===== config.mk =====
export PLATFORM = sky130hd
export DESIGN_NAME = blk66_codec
export DESIGN_NICKNAME = d
export VERILOG_FILES = /design/src/rtl/blk66_pkg.sv /design/src/rtl/blk66_seq_fsm.sv /design/src/rtl/blk66_tx_enc.sv /design/src/rtl/blk66_rx_dec.sv /design/src/rtl/blk66_codec.sv
export SDC_FILE = /design/constraint.sdc
export NUM_CORES = 1
export LEC_CHECK = 0
export BUFFER_PORTS_ARGS = -buffer_cell sky130_fd_sc_hd__buf_2
export CAP_MARGIN = 20
export CORE_ASPECT_RATIO = 0.6
export CORE_MARGIN = 2
export CORE_UTILIZATION = 35
export DETAILED_ROUTE_END_ITERATION = 6
export GPL_ROUTABILITY_DRIVEN = 0
export PLACE_DENSITY = 0.71
export SETUP_SLACK_MARGIN = 0.05
export SYNTH_ARGS = -nofsm -noshare
export SYNTH_HDL_FRONTEND = slang
export SYNTH_SLANG_ARGS = --single-unit

===== constraint.sdc =====
create_clock -name clk -period 7.9 [get_ports clk]
set_input_delay 1.58 -clock clk [delete_from_list [all_inputs] [get_ports clk]]
set_output_delay 1.58 -clock clk [all_outputs]
set_load 0.01 [all_outputs]

===== src/rtl/blk66_pkg.sv =====
package blk66_pkg;

    localparam int LANES      = 8;
    localparam int LANE_W     = 8;
    localparam int WORD_W     = LANES * LANE_W;
    localparam int HDR_W      = 2;
    localparam int BLK_W      = HDR_W + WORD_W;
    localparam int CODE_W     = 7;
    localparam int LANE_IDX_W = $clog2(LANES);

    localparam int ERR_W   = 3;
    localparam int ERR_SEQ = 0;
    localparam int ERR_PAT = 1;
    localparam int ERR_INJ = 2;

    localparam logic [HDR_W-1:0]  HDR_DATA = 2'b01;
    localparam logic [HDR_W-1:0]  HDR_CTRL = 2'b10;

    localparam logic [LANE_W-1:0] CH_IDLE  = 8'h07;
    localparam logic [LANE_W-1:0] CH_START = 8'hFB;
    localparam logic [LANE_W-1:0] CH_TERM  = 8'hFD;
    localparam logic [LANE_W-1:0] CH_ERR   = 8'hFE;

    localparam logic [LANE_W-1:0] BT_IDLE  = 8'h1E;
    localparam logic [LANE_W-1:0] BT_START = 8'h78;
    localparam logic [CODE_W-1:0] CODE_ERR = 7'h1E;

    typedef enum logic [2:0] {K_DATA, K_IDLE, K_START, K_TERM, K_BAD} kind_e;
    typedef enum logic [1:0] {S_IDLE, S_DATA, S_ERR} seq_e;

    typedef struct packed {
        kind_e                 kind;
        logic [LANE_IDX_W-1:0] lane;
    } cls_t;

    function automatic logic [LANE_W-1:0] term_type(input logic [LANE_IDX_W-1:0] k);
        logic [LANE_W-1:0] t;
        case (k)
            3'd0:    t = 8'h87;
            3'd1:    t = 8'h99;
            3'd2:    t = 8'hAA;
            3'd3:    t = 8'hB4;
            3'd4:    t = 8'hCC;
            3'd5:    t = 8'hD2;
            3'd6:    t = 8'hE1;
            default: t = 8'hFF;
        endcase
        return t;
    endfunction

    function automatic logic [LANES-1:0] term_mask(input logic [LANE_IDX_W-1:0] k);
        logic [LANES-1:0] m;
        m = '1;
        return m << k;
    endfunction

    function automatic logic [WORD_W-1:0] idle_payload();
        return {{(WORD_W-LANE_W){1'b0}}, BT_IDLE};
    endfunction

    function automatic logic [WORD_W-1:0] err_payload();
        return {{LANES{CODE_ERR}}, BT_IDLE};
    endfunction

    function automatic logic [WORD_W-1:0] fill_word(input logic [LANE_W-1:0] ch);
        return {LANES{ch}};
    endfunction

endpackage


===== src/rtl/blk66_seq_fsm.sv =====
module blk66_seq_fsm
    import blk66_pkg::*;
(
    input  logic  clk,
    input  logic  rst,
    input  kind_e kind_i,
    input  logic  force_err_i,
    output logic  legal_o
);

    typedef struct packed {
        seq_e st;
    } fsm_t;

    fsm_t fsm_d, fsm_q;

    always_comb begin
        fsm_d   = fsm_q;
        legal_o = 1'b0;
        if (force_err_i || kind_i == K_BAD) begin
            fsm_d.st = S_ERR;
        end else begin
            case (fsm_q.st)
                S_IDLE: begin
                    case (kind_i)
                        K_IDLE:  begin legal_o = 1'b1; fsm_d.st = S_IDLE; end
                        K_START: begin legal_o = 1'b1; fsm_d.st = S_DATA; end
                        default: fsm_d.st = S_ERR;
                    endcase
                end
                S_DATA: begin
                    case (kind_i)
                        K_DATA:  begin legal_o = 1'b1; fsm_d.st = S_DATA; end
                        K_TERM:  begin legal_o = 1'b1; fsm_d.st = S_IDLE; end
                        K_IDLE:  begin legal_o = 1'b1; fsm_d.st = S_IDLE; end
                        default: fsm_d.st = S_ERR;
                    endcase
                end
                default: begin
                    case (kind_i)
                        K_IDLE:  begin legal_o = 1'b1; fsm_d.st = S_IDLE; end
                        K_START: begin legal_o = 1'b1; fsm_d.st = S_DATA; end
                        default: fsm_d.st = S_ERR;
                    endcase
                end
            endcase
        end
    end

    always_ff @(posedge clk) begin
        if (rst) fsm_q.st <= S_IDLE;
        else     fsm_q    <= fsm_d;
    end

endmodule


===== src/rtl/blk66_tx_enc.sv =====
module blk66_tx_enc
    import blk66_pkg::*;
#(
    parameter bit HDR_INJ_EN = 1'b1
) (
    input  logic              clk,
    input  logic              rst,
    input  logic [WORD_W-1:0] data_i,
    input  logic [LANES-1:0]  ctrl_i,
    input  logic              corrupt_i,
    output logic [BLK_W-1:0]  blk_o,
    output logic [ERR_W-1:0]  err_o
);

    typedef struct packed {
        logic [BLK_W-1:0] blk;
        logic [ERR_W-1:0] err;
    } tx_out_t;

    cls_t              cls;
    logic [HDR_W-1:0]  enc_hdr;
    logic [WORD_W-1:0] enc_pay;
    logic              legal;
    tx_out_t           out_d, out_q;

    always_comb begin : classify
        logic all_idle;
        logic tail_ok;
        cls      = '{kind: K_BAD, lane: '0};
        all_idle = 1'b1;
        tail_ok  = 1'b0;
        for (int i = 0; i < LANES; i++) begin
            if (data_i[i*LANE_W +: LANE_W] != CH_IDLE) all_idle = 1'b0;
        end
        if (ctrl_i == '0) begin
            cls.kind = K_DATA;
        end else if ((&ctrl_i) && all_idle) begin
            cls.kind = K_IDLE;
        end else if (ctrl_i == LANES'(1) && data_i[LANE_W-1:0] == CH_START) begin
            cls.kind = K_START;
        end else begin
            for (int k = 0; k < LANES; k++) begin
                tail_ok = (ctrl_i == term_mask(LANE_IDX_W'(k))) &&
                          (data_i[k*LANE_W +: LANE_W] == CH_TERM);
                for (int j = k + 1; j < LANES; j++) begin
                    if (data_i[j*LANE_W +: LANE_W] != CH_IDLE) tail_ok = 1'b0;
                end
                if (tail_ok) begin
                    cls.kind = K_TERM;
                    cls.lane = LANE_IDX_W'(k);
                end
            end
        end
    end

    always_comb begin : encode
        logic [WORD_W-1:0] low;
        enc_hdr = HDR_CTRL;
        enc_pay = idle_payload();
        low     = '0;
        case (cls.kind)
            K_DATA: begin
                enc_hdr = HDR_DATA;
                enc_pay = data_i;
            end
            K_START: enc_pay = {data_i[WORD_W-1:LANE_W], BT_START};
            K_TERM: begin
                low     = data_i & ((WORD_W'(1) << (LANE_W * int'(cls.lane))) - WORD_W'(1));
                enc_pay = {low[WORD_W-LANE_W-1:0], term_type(cls.lane)};
            end
            default: ;
        endcase
    end

    blk66_seq_fsm u_seq (
        .clk         (clk),
        .rst         (rst),
        .kind_i      (cls.kind),
        .force_err_i (1'b0),
        .legal_o     (legal)
    );

    always_comb begin : next_out
        out_d.blk          = legal ? {enc_hdr, enc_pay} : {HDR_CTRL, err_payload()};
        out_d.err          = '0;
        out_d.err[ERR_SEQ] = !legal && (cls.kind != K_BAD);
        out_d.err[ERR_PAT] = (cls.kind == K_BAD);
        if (HDR_INJ_EN && corrupt_i) begin
            out_d.blk[BLK_W-1 -: HDR_W] = {HDR_W{out_d.blk[BLK_W-1]}};
            out_d.err[ERR_INJ]          = 1'b1;
        end
    end

    always_ff @(posedge clk) begin
        if (rst) begin
            out_q.blk <= {HDR_CTRL, idle_payload()};
            out_q.err <= '0;
        end else begin
            out_q <= out_d;
        end
    end

    assign blk_o = out_q.blk;
    assign err_o = out_q.err;

endmodule


===== src/rtl/blk66_rx_dec.sv =====
module blk66_rx_dec
    import blk66_pkg::*;
(
    input  logic              clk,
    input  logic              rst,
    input  logic [BLK_W-1:0]  blk_i,
    input  logic              ber_high_i,
    output logic [WORD_W-1:0] data_o,
    output logic [LANES-1:0]  ctrl_o,
    output logic              err_o
);

    typedef struct packed {
        logic [WORD_W-1:0] data;
        logic [LANES-1:0]  ctrl;
        logic              err;
    } rx_out_t;

    logic [HDR_W-1:0]  hdr;
    logic [WORD_W-1:0] pay;
    logic [LANE_W-1:0] btype;
    cls_t              cls;
    logic [WORD_W-1:0] dec_data;
    logic [LANES-1:0]  dec_ctrl;
    logic              legal;
    rx_out_t           out_d, out_q;

    assign hdr   = blk_i[BLK_W-1 -: HDR_W];
    assign pay   = blk_i[WORD_W-1:0];
    assign btype = pay[LANE_W-1:0];

    always_comb begin : classify
        cls = '{kind: K_BAD, lane: '0};
        if (hdr == HDR_DATA) begin
            cls.kind = K_DATA;
        end else if (hdr == HDR_CTRL) begin
            if (btype == BT_IDLE && pay[WORD_W-1:LANE_W] == '0) begin
                cls.kind = K_IDLE;
            end else if (btype == BT_START) begin
                cls.kind = K_START;
            end else begin
                for (int k = 0; k < LANES; k++) begin
                    if (btype == term_type(LANE_IDX_W'(k))) begin
                        cls.kind = K_TERM;
                        cls.lane = LANE_IDX_W'(k);
                    end
                end
            end
        end
    end

    always_comb begin : decode
        logic [WORD_W-1:0] shifted;
        shifted  = pay >> LANE_W;
        dec_data = fill_word(CH_IDLE);
        dec_ctrl = '1;
        case (cls.kind)
            K_DATA: begin
                dec_data = pay;
                dec_ctrl = '0;
            end
            K_START: begin
                dec_data = {pay[WORD_W-1:LANE_W], CH_START};
                dec_ctrl = LANES'(1);
            end
            K_TERM: begin
                for (int i = 0; i < LANES; i++) begin
                    if (LANE_IDX_W'(i) < cls.lane)
                        dec_data[i*LANE_W +: LANE_W] = shifted[i*LANE_W +: LANE_W];
                    else if (LANE_IDX_W'(i) == cls.lane)
                        dec_data[i*LANE_W +: LANE_W] = CH_TERM;
                    else
                        dec_data[i*LANE_W +: LANE_W] = CH_IDLE;
                end
                dec_ctrl = term_mask(cls.lane);
            end
            default: ;
        endcase
    end

    blk66_seq_fsm u_seq (
        .clk         (clk),
        .rst         (rst),
        .kind_i      (cls.kind),
        .force_err_i (ber_high_i),
        .legal_o     (legal)
    );

    always_comb begin : next_out
        if (legal) begin
            out_d.data = dec_data;
            out_d.ctrl = dec_ctrl;
            out_d.err  = 1'b0;
        end else begin
            out_d.data = fill_word(CH_ERR);
            out_d.ctrl = '1;
            out_d.err  = 1'b1;
        end
    end

    always_ff @(posedge clk) begin
        if (rst) begin
            out_q.data <= fill_word(CH_IDLE);
            out_q.ctrl <= '1;
            out_q.err  <= 1'b0;
        end else begin
            out_q <= out_d;
        end
    end

    assign data_o = out_q.data;
    assign ctrl_o = out_q.ctrl;
    assign err_o  = out_q.err;

endmodule


===== src/rtl/blk66_codec.sv =====
module blk66_codec
    import blk66_pkg::*;
#(
    parameter bit TX_ENC_EN  = 1'b1,
    parameter bit RX_DEC_EN  = 1'b1,
    parameter bit HDR_INJ_EN = 1'b1
) (
    input  logic              clk,
    input  logic              rst,
    input  logic [WORD_W-1:0] tx_data,
    input  logic [LANES-1:0]  tx_ctrl,
    input  logic              tx_hdr_corrupt,
    output logic [BLK_W-1:0]  tx_blk,
    output logic [ERR_W-1:0]  tx_err,
    input  logic [BLK_W-1:0]  rx_blk,
    input  logic              rx_ber_high,
    output logic [WORD_W-1:0] rx_data,
    output logic [LANES-1:0]  rx_ctrl,
    output logic              rx_err
);

    generate
        if (TX_ENC_EN) begin : g_tx
            blk66_tx_enc #(.HDR_INJ_EN(HDR_INJ_EN)) u_tx (
                .clk       (clk),
                .rst       (rst),
                .data_i    (tx_data),
                .ctrl_i    (tx_ctrl),
                .corrupt_i (tx_hdr_corrupt),
                .blk_o     (tx_blk),
                .err_o     (tx_err)
            );
        end else begin : g_tx_byp
            logic [BLK_W-1:0] byp_d, byp_q;
            always_comb byp_d = {HDR_DATA, tx_data};
            always_ff @(posedge clk) begin
                if (rst) byp_q <= {HDR_DATA, {WORD_W{1'b0}}};
                else     byp_q <= byp_d;
            end
            assign tx_blk = byp_q;
            assign tx_err = '0;
        end

        if (RX_DEC_EN) begin : g_rx
            blk66_rx_dec u_rx (
                .clk        (clk),
                .rst        (rst),
                .blk_i      (rx_blk),
                .ber_high_i (rx_ber_high),
                .data_o     (rx_data),
                .ctrl_o     (rx_ctrl),
                .err_o      (rx_err)
            );
        end else begin : g_rx_byp
            logic [WORD_W-1:0] byp_d, byp_q;
            always_comb byp_d = rx_blk[WORD_W-1:0];
            always_ff @(posedge clk) begin
                if (rst) byp_q <= '0;
                else     byp_q <= byp_d;
            end
            assign rx_data = byp_q;
            assign rx_ctrl = '0;
            assign rx_err  = 1'b0;
        end
    endgenerate

endmodule


---- Word level (Yosys, flattened, before mapping) ----
Index checks and enable logic that the tools add are counted.
operators by class
  div/mod/pow operators ................... 0
  reduce and logical (&&, ||, !) cells .... 31
  order comparisons ....................... 8
  mux-type cells .......................... 159
  eq/ne operators ......................... 62
  shifts and indexed selects .............. 2
  add/sub/neg operators ................... 1
  bitwise gates (word level) .............. 3
  multiply operators ...................... 0
operators with widths
  operator                                                                 number
  8-bit 2-to-1 mux                                                         48
  64-bit one-hot mux with 3 select lines                                   2
  8-bit == test, second input constant                                     17
  6-bit 2-to-1 mux                                                         17
  73-bit 2-to-1 mux                                                        1
  1-bit 2-to-1 mux                                                         67
  66-bit 2-to-1 mux                                                        1
  8-bit == test                                                            8
  8-bit by 3-bit inequality test with 1-bit output, second input constant  8
  56-bit AND                                                               1
  56-bit logical NOT                                                       1
  1-bit by 6-bit left shift with 56-bit output, first input constant       1
  56-bit by 1-bit subtractor with 56-bit output, second input constant     1
  7-bit one-hot mux with 7 select lines                                    1
  3-bit 2-to-1 mux                                                         12
  8-bit one-hot mux with 3 select lines                                    1
  3-bit by 2-bit == test with 1-bit output, second input constant          6
  2-bit one-hot mux with 2 select lines                                    4
  2-bit OR reduction                                                       8
  3-bit == test, second input constant                                     5
  3-bit == test, first input constant                                      4
  1-bit logical AND                                                        12
  3-bit logical NOT                                                        4
  3-bit less-than comparator, first input constant                         4
  19 further kinds                                                         32
word-level totals
  input port bits ......................... 142
  word-level logic and storage cells ...... 277
  memory bits (read-only) ................. 0
  bits in writable memories ............... 0
  flip-flop bits (word level) ............. 146
  latch bits .............................. 0
  output and inout bits ................... 142
  memories kept ........................... 0

---- Logic depth before layout (Yosys ltp) ----
Gate-level depths: netlist (run 1).
  word-level depth ........................ 30
  mapped depth ............................ 15
  mapped depth without buffers ............ 15

---- Modules after synthesis ----
A second synthesis (run 1) with hierarchy kept.
second synthesis, totals
  cells, all modules ...................... 834
  area total of the unflattened synthesis .. 7,233.2 um^2
modules (own cells, without submodules)
  module         instances  area an instance (um^2)  cells each  sequential area each (um^2)
  blk66_tx_enc   1          3,673.5                  429         1,381.3
  blk66_rx_dec   1          3,314.4                  385         1,461.4
  blk66_seq_fsm  2          122.6                    10          40.0

---- Worst setup path before layout (run 1) ----
Ideal clock, no wire load.
  kind .................................... input to register
  start point ............................. input tx_ctrl[1]
  end point ............................... register g_tx.u_tx.out_q, in the netlist g_tx.u_tx.blk_o[32]
  arrival ................................. 4.575 ns
  cell stages on the path ................. 15
  setup slack ............................. 3.192 ns
  cells stage by stage .................... or4_1 -> buf_2 -> or2_2 -> or3_1 -> nand2b_1 -> a21oi_1 -> ha_1 -> clkbuf_1 -> or2_2 -> nor2_1 -> clkbuf_1 -> xnor2_1 -> o21ai_0 -> a22oi_1 -> a21oi_1
between the ends
  word-level cells in the longest chain between the ends .. 29
  elaborated cells on any way between the ends .. 100
  those cells by class .................... add/sub: 1; eq/ne: 13; shift: 1; mux: 69; bitwise: 1; reduce/logical: 15
ends and longest elaborated chain
  element                                                                 RTL line            text
  start: declaration                                                      blk66_codec.sv:11   input logic [LANES-1:0] tx_ctrl,
  parallel branches: the longest is 28 deep, another holds 8-bit == test  --
  66-bit 2-to-1 mux *                                                     blk66_tx_enc.sv:84  out_d.blk = legal ? {enc_hdr, enc_pay} : {HDR_CTRL, err_payload()};
  end signal: assignment                                                  blk66_tx_enc.sv:99  out_q <= out_d;
  end: declaration                                                        blk66_tx_enc.sv:24  tx_out_t out_d, out_q;
Mark *: on every way between the ends. The select of a mux whose other input is x is not followed.
A chain may end at the register's enable or synchronous reset.

---- Final worst setup path (run 1) ----
  start point ............................. input tx_ctrl[1]
  end point ............................... register g_tx.u_tx.out_q, in the netlist g_tx.u_tx.blk_o[25]
The elaborated chain is that of the path after synthesis.

==> reports/metrics.cfg, run 1 <==
[timing]
period_needed_ps=5090
worst_slew_margin_rel_pct=27.4
timing.setup.tns_ps=0
worst-slew-pin-transition_ps=1090
grt_setup_unrepaired=false
finalCritPeriodShare_pct=64.5
report.final.slew_viol_count=0
timing.final.setup_violations=0
timing_hold_violations_final=0
timing.hold.ws_ps=615
clock_skew_ps=10.0
maximum_clock_frequency_ghz=0.196

[cts]
cts_htree_levels=4
sinks_on_clock_net=146
cts_tree=yes
cts.repair_timing.setup_buffer_count=0
tritoncts.num_buffers=17
clock_tree.root_cell=clkbuf_16
clockBufferDepth=2
clkSlewWorstSetupHoldPaths_ps=60
ctsResizeCount=0
clkLatencyLatePin_ps=420
hold_buffers=0

[status]
outcome=completed

[power_and_ir_drop]
vdd.ir_drop.worst_mv=0.136
power.share.switching_pct=23.5
p_int_mw=1.43
netSwitchingPower_uw=440
fin_total_pwr_mw=1.87
power.leakage_nw=3.57
combinational_share_of_power_pct=9.7
p_seq_share_pct=41.0
power-per-cell-area_nw_per_um2=208
p_clk_share_pct=49.3

[placement]
hpwlAfterDp_um=21500
port_buffers=283

[setup_path]
cp-start-kind=primary input
r2r_end=g_rx.u_rx.ctrl_o[0]$_SDFF_PP1_
crit_path_end_kind=flop
path_class=primary input to flop
timing.critical_path.from=tx_ctrl[1]
timing.critical_path.to=g_tx.u_tx.blk_o[25]$_SDFF_PP0_
reg2reg_depth=7
flop_to_flop_setup_slack_ps=5480
cp.arrival_ps=5430
worst_ep_required_time_ps=8230
critPathMaxFanout=11
regToRegStartpoint=g_rx.u_rx.u_seq.fsm_q[1]$_SDFF_PP0_

[yosys]
synth_area_leader_cell=dfxtp_1
yosysWarnings=0
number_of_enable_flip_flop_cells_after_synthesis=0
ys_top_cells_by_area=dfxtp_1, nand2_1, o21ai_0
most_used_dff_post_synth=dfxtp_1
netlist.area_leader.share_pct=43.1
ys_async_sr_fraction_pct=0
post_synth.cell_area_avg_um2=8.37
yosysSeqAreaShare_pct=43.1
synthCells=810
synth.ff_latch_count=146
synthTopCellsByCount=dfxtp_1, nand2_1, o21ai_0, a21oi_1, nor2_1
synth_cell_type_count=77
net_count_after_synthesis=957
syn_area_um2=6780
post-synth-top-count-cell=dfxtp_1

[floorplanning]
fp.dieW_um=184
placementRows=39
design.die.area_um2=20500
floorplan.io_pins=284
core_area_um2=19000
die_h_um=112
initial_utilization_pct=35.7

[grt]
grt_use_met3_pct=11.2
grt-busiest-layer=met1
globalRouteOverflowTotal=0
met2_usage_pct=35.0
number_of_global_route_vias_before_repair=6903
antenna_violations_before_repair=1
grt_max_degree=65
groute.usage.overall_pct=26.4
use_met1_pct=38.8
wire_length_of_the_first_global_routing_pass_um=41400

[hold_path]
worstHoldPathType=flop to flop

[drt]
via_count=7845
drt-pass1-iter-count=6
vias_per_cell=5.92
drt-wirelength-per-cell_um=21.0
detail_route.iter0.violations=855
route.detailed.drc=0
postRouteAntennaNets=0
drt-total-wl_um=27900

[layout]
nets=1215
syn_to_final_growth_pct=32.9
final_layout_size_suffix_gt1_share_pct=31.9

[run]
drv.max_cap_violation_count=0

## flip-flops by register name, indices dropped and copies added (netlist names)
name and count:
g_tx.u_tx.blk_o 66, g_rx.u_rx.data_o 64, g_rx.u_rx.ctrl_o 8, g_tx.u_tx.err_o 3, g_rx.u_rx.u_seq.fsm_q 2, g_tx.u_tx.u_seq.fsm_q 2
g_rx.u_rx.err_o 1
## worst min path at each step
| stage | from | end | slack (ps) | cells past startpoint |
|---|---|---|---|---|
| floorplan | g_tx.u_tx.u_seq.fsm_q[0]$_SDFF_PP0_ | g_tx.u_tx.u_seq.fsm_q[0]$_SDFF_PP0_ | 560 | 3 |
| global placement | g_tx.u_tx.u_seq.fsm_q[0]$_SDFF_PP0_ | g_tx.u_tx.u_seq.fsm_q[0]$_SDFF_PP0_ | 600 | 3 |
| detailed placement | g_tx.u_tx.u_seq.fsm_q[0]$_SDFF_PP0_ | g_tx.u_tx.u_seq.fsm_q[0]$_SDFF_PP0_ | 610 | 3 |
| CTS | g_tx.u_tx.u_seq.fsm_q[0]$_SDFF_PP0_ | g_tx.u_tx.u_seq.fsm_q[0]$_SDFF_PP0_ | 620 | 3 |
| global route | g_tx.u_tx.u_seq.fsm_q[0]$_SDFF_PP0_ | g_tx.u_tx.u_seq.fsm_q[0]$_SDFF_PP0_ | 640 | 3 |
| finish | g_tx.u_tx.u_seq.fsm_q[0]$_SDFF_PP0_ | g_tx.u_tx.u_seq.fsm_q[0]$_SDFF_PP0_ | 610 | 3 |
## final cells by class
| cell class | instances | area (um2) |
|---|---|---|
| clock inverters | 9 | 204 |
| multi-input cells | 600 | 3600 |
| well taps | 246 | 308 |
| fillers | 1879 | 9980 |
| repair buffers | 288 | 1450 |
| diodes | 1 | 2.50 |
| flip-flops and latches | 146 | 2920 |
| clock buffers | 21 | 460 |
| inverters | 15 | 56.3 |
## cells in the final DEF (no fill, tap or decap), drive strengths merged, types with 11 or more instances in the layout
cell	instances
nor4	30
nand2b	12
a22oi	38
nand3	21
nor2	53
a31oi	31
inv	15
o21ai	67
buf	288
a32oi	11
nand2	108
clkbuf	21
dfxtp	146
nor3	11
nand4	18
a21oi	60
## stage by stage
step | utilization, % | std cells | setup WS (ps) | instance area, um2
global route | 47.4 | 1326 | 2620 | 9010
global placement | 43.9 | 1295 | 2570 | 8340
floorplan | - | 810 | 3190 | 6780
detailed placement | 43.9 | 1295 | 2490 | 8340
CTS | 47.4 | 1325 | 2890 | 9000
finish | 47.4 | 1326 | 2810 | 9010
## critical path, cell delays in order
cell	delay, ps
buf_2	130
or4_1	720
or2_2	380
or3_1	370
nand2b_1	90
a21oi_1	70
ha_1	330
or2_2	370
nor2_1	670
a21o_1	390
a22oi_1	100
o21ai_0	200
## metal layers
layer,vias up,part of all wire [%]
met5,-,0
met3,39,15
li1,3573,-
met1,3677,44
met2,556,40
met4,0,1.9
## kinds of logic after synthesis
kind of cell / Yosys count / synth area share [%]
adders and majority gates: 5 / 0.923
AOI/OAI and AO/OA: 267 / 25.9
DFF: 146 / 43.1
xor gates and xnor gates: 2 / 0.258
and+or+nand+nor: 325 / 25.7
buffers and inverters: 64 / 3.91
muxes: 1 / 0.148
## power by group through the flow
stage	Clock [mW]	Sequential (mW)	Combinational (mW)
floorplan	0	0.795	0.0565
global placement	0	0.783	0.176
detailed placement	0	0.783	0.177
CTS	0.933	0.767	0.178
global route	0.965	0.768	0.194
finish	0.924	0.767	0.182
(Power assumes the default switching activity.)
==> inputs of run 2 (changes only) <==
--- a/config.mk
+++ b/config.mk
@@ -5,6 +5,7 @@
 export SDC_FILE = /design/constraint.sdc
 export NUM_CORES = 1
 export LEC_CHECK = 0
+export ABC_AREA = 1
 export BUFFER_PORTS_ARGS = -buffer_cell sky130_fd_sc_hd__buf_2
 export CAP_MARGIN = 20
 export CORE_ASPECT_RATIO = 0.6
@@ -12,7 +13,7 @@
 export CORE_UTILIZATION = 35
 export DETAILED_ROUTE_END_ITERATION = 6
 export GPL_ROUTABILITY_DRIVEN = 0
-export PLACE_DENSITY = 0.71
+export PLACE_DENSITY = 0.68
 export SETUP_SLACK_MARGIN = 0.05
 export SYNTH_ARGS = -nofsm -noshare
 export SYNTH_HDL_FRONTEND = slang
==> constraint.sdc (replaced) <==
create_clock -name clk -period 5.2 [get_ports clk]
set_input_delay 1.04 -clock clk [delete_from_list [all_inputs] [get_ports clk]]
set_output_delay 1.04 -clock clk [all_outputs]
set_load 0.01 [all_outputs]
==> run 2 against run 1 <==
  * Total power rose by 50%
  * Flip-flop and latch count unchanged
  * Via count increased by 28%
  * Clock-buffer cell count down 2
  * Sequential share of layout area shrank 4.7 points
  * First-iteration DRC count rose by 87%
  * Final cell count is 43% higher
  * Global-route usage up 0.23 points
  * Utilization fell by 2.1 points
==> reports/metrics.cfg, run 2 <==
[timing]
setup_slack_ps=1280
timing.final.setup_violations=0
worst-slew-pin-transition_ps=825
timing.setup.tns_ps=0
clock_skew_ps=10.5
timing_hold_violations_final=0
worst_slew_margin_rel_pct=44.8
finalCritPeriodShare_pct=75.3
grt_setup_unrepaired=false
period_needed_ps=3920
maximum_clock_frequency_ghz=0.255
report.final.slew_viol_count=0

[drt]
route.met3.wl_um=5050
max_used_layer=met5
drt-wirelength-per-cell_um=18.1
detail_route.iter0.violations=1598
postRouteAntennaNets=0
drt-pass1-iter-count=7
vias_per_cell=5.32
wl_met2_um=12200
met1Wirelength_um=16200
drt-total-wl_um=34100
route.detailed.drc=0
via_count=10100

[cts]
clockBufferDepth=2
clkSlewWorstSetupHoldPaths_ps=70
cts_htree_levels=4
sinks_on_clock_net=146
ctsResizeCount=0
hold_buffers=0
clock_tree.root_cell=clkbuf_16
cts.repair_timing.setup_buffer_count=0
tritoncts.num_buffers=17
clkLatencyLatePin_ps=430
cts_tree=yes

[yosys]
netlist.area_leader.share_pct=35.3
synth_compound_gate_area_share_pct=10.2
syn_area_um2=8280
synthTopCellsByCount=nand2_1, nor2_1, dfxtp_1, nand3_1, inv_1
ys_async_sr_fraction_pct=0
post-synth-top-count-cell=nand2_1
synthCells=1295
ys_top_cells_by_area=dfxtp_1, nand2_1, nor2_1
synth_area_leader_cell=dfxtp_1
yosys.area_share.adder_pct=0.755
synth_mux_area_share_pct=0
post_synth.cell_area_avg_um2=6.40
synth_cell_type_count=41
main_combinational_cell_family_by_area_after_synthesis=simple AND/OR/NAND/NOR gates
synth.ff_latch_count=146
synth-simple-area-share_pct=44.5
yosysSeqAreaShare_pct=35.3
most_used_dff_post_synth=dfxtp_1
synthXorXnorAreaFrac_pct=0.106
number_of_enable_flip_flop_cells_after_synthesis=0
net_count_after_synthesis=1442
yosysWarnings=0

[placement]
hpwlAfterDp_um=27100
placed_cells_incl_taps=1859
port_buffers=283
placed_cell_area_um2=9890
detailedPlace.worstSlack_ps=1090

[layout]
antennaDiodeCount=0
most_common_cell_after_layout_fill_and_taps_aside=nand2_1
most_frequent_cells_in_the_layout=nand2_1, buf_2, nor2_1, dfxtp_1, nand3_1
final_layout_size_suffix_gt1_share_pct=26.5
finish.instance_area_um2=10500
largest_register_ff_count=66
nets=1710
nFillCells=2426
layout.core_utilization_pct=45.4
syn_to_final_growth_pct=27.0
final_cells=1891

[floorplanning]
core_area_um2=23200
placementRows=43
fp.dieW_um=203
floorplan.io_pins=284
die_h_um=123
initial_utilization_pct=35.7
design.die.area_um2=25000

[power_and_ir_drop]
power.leakage_nw=5.06
vdd.ir_drop.worst_mv=0.187
power-per-cell-area_nw_per_um2=266

[setup_path]
worst_ep_required_time_ps=5570
critical_path.slowest_cell=ha_1
crit_path_end_kind=flop
cpPeakStageDelay_ps=550
cp.arrival_ps=4290
critPathMaxFanout=13
series_of_cell_instances_along_the_critical_path=buf_2 > nor2_1 > nand2_1 > nor2_2 > inv_1 > nor2_2 > nand3_1 > nand4_1 > inv_1 > ha_1 > nand2_1 > ha_1 > inv_1 > xor2_1 > nand3_1 > nand2_1 > nand2_1 > nand2_1
critical_path_buf_inv_count=4
path_class=primary input to flop
reg2reg_depth=9
worst-path-stages=18
cp-start-kind=primary input
crit_path_frequent_cell=nand2_1
cpLargestDelayFamily=simple AND/OR/NAND/NOR gates

[status]
outcome=completed

[grt]
groute.usage.overall_pct=26.7
number_of_global_route_vias_before_repair=8688
wire_length_of_the_first_global_routing_pass_um=50400
antenna_violations_before_repair=2
globalRouteOverflowTotal=0
grt_max_degree=51

[hold_path]
hold_path_depth=3
worstHoldPathType=flop to flop

[run]
drv.max_cap_violation_count=0

## run 2: cell types whose count changed after synthesis, moves of 20 or more
cell | before | now
nand2_1 | 108 | 384
nor2_1 | 53 | 209
nand3_1 | 21 | 111
inv_1 | 15 | 104
a22oi_1 | 38 | 2
a21oi_1 | 59 | 24
nand4_1 | 18 | 50
a31oi_1 | 31 | 6
nor4_1 | 29 | 5
inv_2 | 0 | 22
clkbuf_1 | 34 | 14
## run 2: stage by stage
step                      hold slack, ps  total power, mW
after floorplan                      529             1.32
after global placement               544             1.49
after detailed placement             572             1.49
after CTS                            571             2.82
after global routing                 618             2.91
final                                571             2.80
## run 2: final timing paths
check | to | slack, ps | startpoint
setup / recovery | g_tx.u_tx.blk_o[24]$_SDFF_PP0_ | 1280 | tx_data[44]
hold / removal | g_tx.u_tx.u_seq.fsm_q[0]$_SDFF_PP0_ | 570 | g_tx.u_tx.u_seq.fsm_q[1]$_SDFF_PP0_
setup reg to reg | g_rx.u_rx.data_o[10]$_SDFF_PP1_ | 3130 | g_rx.u_rx.u_seq.fsm_q[0]$_SDFF_PP0_
hold reg to reg | g_tx.u_tx.u_seq.fsm_q[0]$_SDFF_PP0_ | 570 | g_tx.u_tx.u_seq.fsm_q[1]$_SDFF_PP0_
## run 2: cell type report
| class | instances | area [um2] | share of cell area, % |
|---|---|---|---|
| inverters | 129 | 484 | 4.60 |
| clock inverters | 13 | 173 | 1.64 |
| well taps | 315 | 394 | 3.75 |
| flip-flops and latches | 146 | 2920 | 27.8 |
| clock buffers | 19 | 453 | 4.31 |
| repair buffers | 293 | 1490 | 14.2 |
| multi-input cells | 976 | 4600 | 43.7 |
## run 2: kinds of logic (layout without fill, tap and decap cells)
group	count (synthesis)	count (layout)
AO/OA/AOI/OAI	140	140
XOR/XNOR	1	1
flip-flops	146	146
AND/OR/NAND/NOR	830	830
buffers and inverters	173	454
adder cells (fa/ha/maj)	5	5
## run 2: layer usage
metal  vias up  GRT usage, %
li1       4711             -
met1      4618          42.1
met2       675          32.1
met3        48          9.73
met4         6          6.07
met5         -          4.17
## run 2: report_power, final
part	total (mW)	switching, mW	leakage, nW	internal (mW)
sequential	1.16	0.00988	1.21	1.15
combinational	0.312	0.207	3.55	0.105
clock	1.33	0.538	0.293	0.789
total	2.80	0.755	5.06	2.05
## run 2: worst min-delay path: cells and delay by family, from the launching register on
| family | cells | cell delay, ps |
|---|---|---|
| compound gates | 1 | 50 |
| flops | 1 | 310 |
| simple gates | 2 | 170 |
==> inputs of run 3 (changes only) <==
--- a/config.mk
+++ b/config.mk
@@ -5,7 +5,7 @@
 export SDC_FILE = /design/constraint.sdc
 export NUM_CORES = 1
 export LEC_CHECK = 0
-export ABC_AREA = 1
+export ABC_AREA = 0
 export BUFFER_PORTS_ARGS = -buffer_cell sky130_fd_sc_hd__buf_2
 export CAP_MARGIN = 20
 export CORE_ASPECT_RATIO = 0.6
@@ -13,7 +13,7 @@
 export CORE_UTILIZATION = 35
 export DETAILED_ROUTE_END_ITERATION = 6
 export GPL_ROUTABILITY_DRIVEN = 0
-export PLACE_DENSITY = 0.68
+export PLACE_DENSITY = 0.73
 export SETUP_SLACK_MARGIN = 0.05
 export SYNTH_ARGS = -nofsm -noshare
 export SYNTH_HDL_FRONTEND = slang
==> constraint.sdc (replaced) <==
create_clock -name clk -period 3.5 [get_ports clk]
set_input_delay 0.7 -clock clk [delete_from_list [all_inputs] [get_ports clk]]
set_output_delay 0.7 -clock clk [all_outputs]
set_load 0.01 [all_outputs]
==> run 3 against run 2 <==
  * Flip-flop and latch count unchanged
  * Clock-buffer cell count grew 1
  * Sequential share of layout area up 2.8 points
  * Via count fell by 18%
  * Critical path type unchanged
  * Clock power grew 48%
  * Critical path depth is 6 lower
  * Die area fell by 18%
  * Total power is 48% higher
  * Combinational power increased by 40%
==> reports/metrics.cfg, run 3 (synthesized netlist as in run 1, its figures left out) <==
[status]
outcome=completed

[floorplanning]
fp.dieW_um=184
initial_utilization_pct=35.7
core_area_um2=19000
floorplan.io_pins=284
die_h_um=112
placementRows=39
design.die.area_um2=20500

[drt]
drt-total-wl_um=29000
drt-wirelength-per-cell_um=20.8
detail_route.iter0.violations=1174
route.detailed.drc=0
drt-pass1-iter-count=7
vias_per_cell=5.89
postRouteAntennaNets=0
via_count=8221

[timing]
worst_slew_margin_rel_pct=34.0
period_needed_ps=3220
grt_setup_unrepaired=false
setup_slack_ps=281
timing.final.setup_violations=0
finalCritPeriodShare_pct=92.0
worst-slew-pin-transition_ps=986
report.final.slew_viol_count=0
timing_hold_violations_final=0
clock_skew_ps=5.68
timing.setup.tns_ps=0
maximum_clock_frequency_ghz=0.311

[grt]
grt_use_met3_pct=10.7
grt-busiest-layer=met1
number_of_global_route_vias_before_repair=7499
groute.usage.overall_pct=27.3
use_met1_pct=38.9
antenna_violations_before_repair=3
met2_usage_pct=37.8
grt_max_degree=40
wire_length_of_the_first_global_routing_pass_um=43100
globalRouteOverflowTotal=0

[cts]
ctsResizeCount=0
sinks_on_clock_net=146
tritoncts.num_buffers=17
cts_tree=yes
clkSlewWorstSetupHoldPaths_ps=70
clkLatencyLatePin_ps=430
clockBufferDepth=2
hold_buffers=0
clock_tree.root_cell=clkbuf_16
cts_htree_levels=4
cts.repair_timing.setup_buffer_count=0

[run]
drv.max_cap_violation_count=0

[setup_path]
critPathMaxFanout=7
critical_path.slowest_cell=or4_4
cp-start-kind=primary input
cp.arrival_ps=3560
crit_path_end_kind=flop
path_class=primary input to flop
worst_ep_required_time_ps=3840
series_of_cell_instances_along_the_critical_path=buf_2 > or4_4 > buf_12 > nor4_4 > nand2b_1 > a21oi_1 > ha_2 > or2_4 > nor2_2 > a21o_1 > a22oi_1 > o21ai_0
cpLargestDelayFamily=simple AND/OR/NAND/NOR gates
critical_path_buf_inv_count=2
cpPeakStageDelay_ps=610

[layout]
largest_register_ff_count=66
most_common_cell_after_layout_fill_and_taps_aside=buf_2
multi_input_comb_area_um2=3640
finish.instance_area_um2=9550
final_layout_size_suffix_gt1_share_pct=36.4
storage_cell_area_um2=2920
nFillCells=1789
most_frequent_cells_in_the_layout=buf_2, dfxtp_1, nand2_1, buf_4, o21ai_0
final_cells=1395
nets=1281
syn_to_final_growth_pct=40.9

[placement]
hpwlAfterDp_um=22700
detailedPlace.worstSlack_ps=-115
port_buffers=283
placed_cell_area_um2=8920
placed_cells_incl_taps=1361

[power_and_ir_drop]
fin_total_pwr_mw=4.13
vdd.ir_drop.worst_mv=0.301
power.leakage_nw=3.92
power-per-cell-area_nw_per_um2=433

[hold_path]
worstHoldPathType=primary input to flop

==> run 3: cell types whose count changed in the layout (fill, tap and decap cells not counted), sizes merged, moves of 33 or more <==
cell   previous run  this run
nand2           397       108
nor2            235        53
inv             130        16
nand3           115        21
buf             293       354
a22oi             2        38
nand4            51        18
==> run 3: through the flow <==
step | util, % | hold slack, ps
final | 50.3 | 514
after global placement | 47.0 | 631
after floorplan | - | 561
after CTS | 50.3 | 498
after detailed placement | 47.0 | 633
after global routing | 50.3 | 521
==> run 3: final timing paths <==
check                                   endpoint  slack, ps  depth (start not counted)                                 from
max               g_tx.u_tx.blk_o[31]$_SDFF_PP0_        280                         12                           tx_ctrl[1]
min              g_rx.u_rx.data_o[10]$_SDFF_PP1_        510                          3                           rx_blk[10]
max reg2reg       g_rx.u_rx.ctrl_o[0]$_SDFF_PP1_       1550                          5  g_rx.u_rx.u_seq.fsm_q[1]$_SDFF_PP0_
min reg2reg  g_tx.u_tx.u_seq.fsm_q[0]$_SDFF_PP0_        640                          3  g_tx.u_tx.u_seq.fsm_q[0]$_SDFF_PP0_
==> run 3: per-layer routing <==
layer,share of wire (%),vias to the layer above
met2,41,662
met1,43,3811
met3,15,51
li1,-,3697
met5,0,-
met4,1.7,0
==> run 3: cell type report <==
class                   instances  area share, %
multi-input cells             600           38.2
flip-flops and latches        146           30.6
repair buffers                354           20.8
clock buffers                  20           4.68
well taps                     246           3.22
clock inverters                12           1.90
inverters                      15          0.590
diodes                          2         0.0524
==> run 3: worst reg2reg max path, stage by stage (launching register included) <==
cell      delay [ps]
dfxtp_1          290
nand2b_1         180
nor4_1           390
o21ai_1          240
a211oi_2         310
or3b_1           420
==> run 3: power by group <==
group	switching, mW	internal [mW]
Clock	0.752	1.22
Combinational	0.270	0.166
Sequential	0.0143	1.72
Total	1.04	3.10
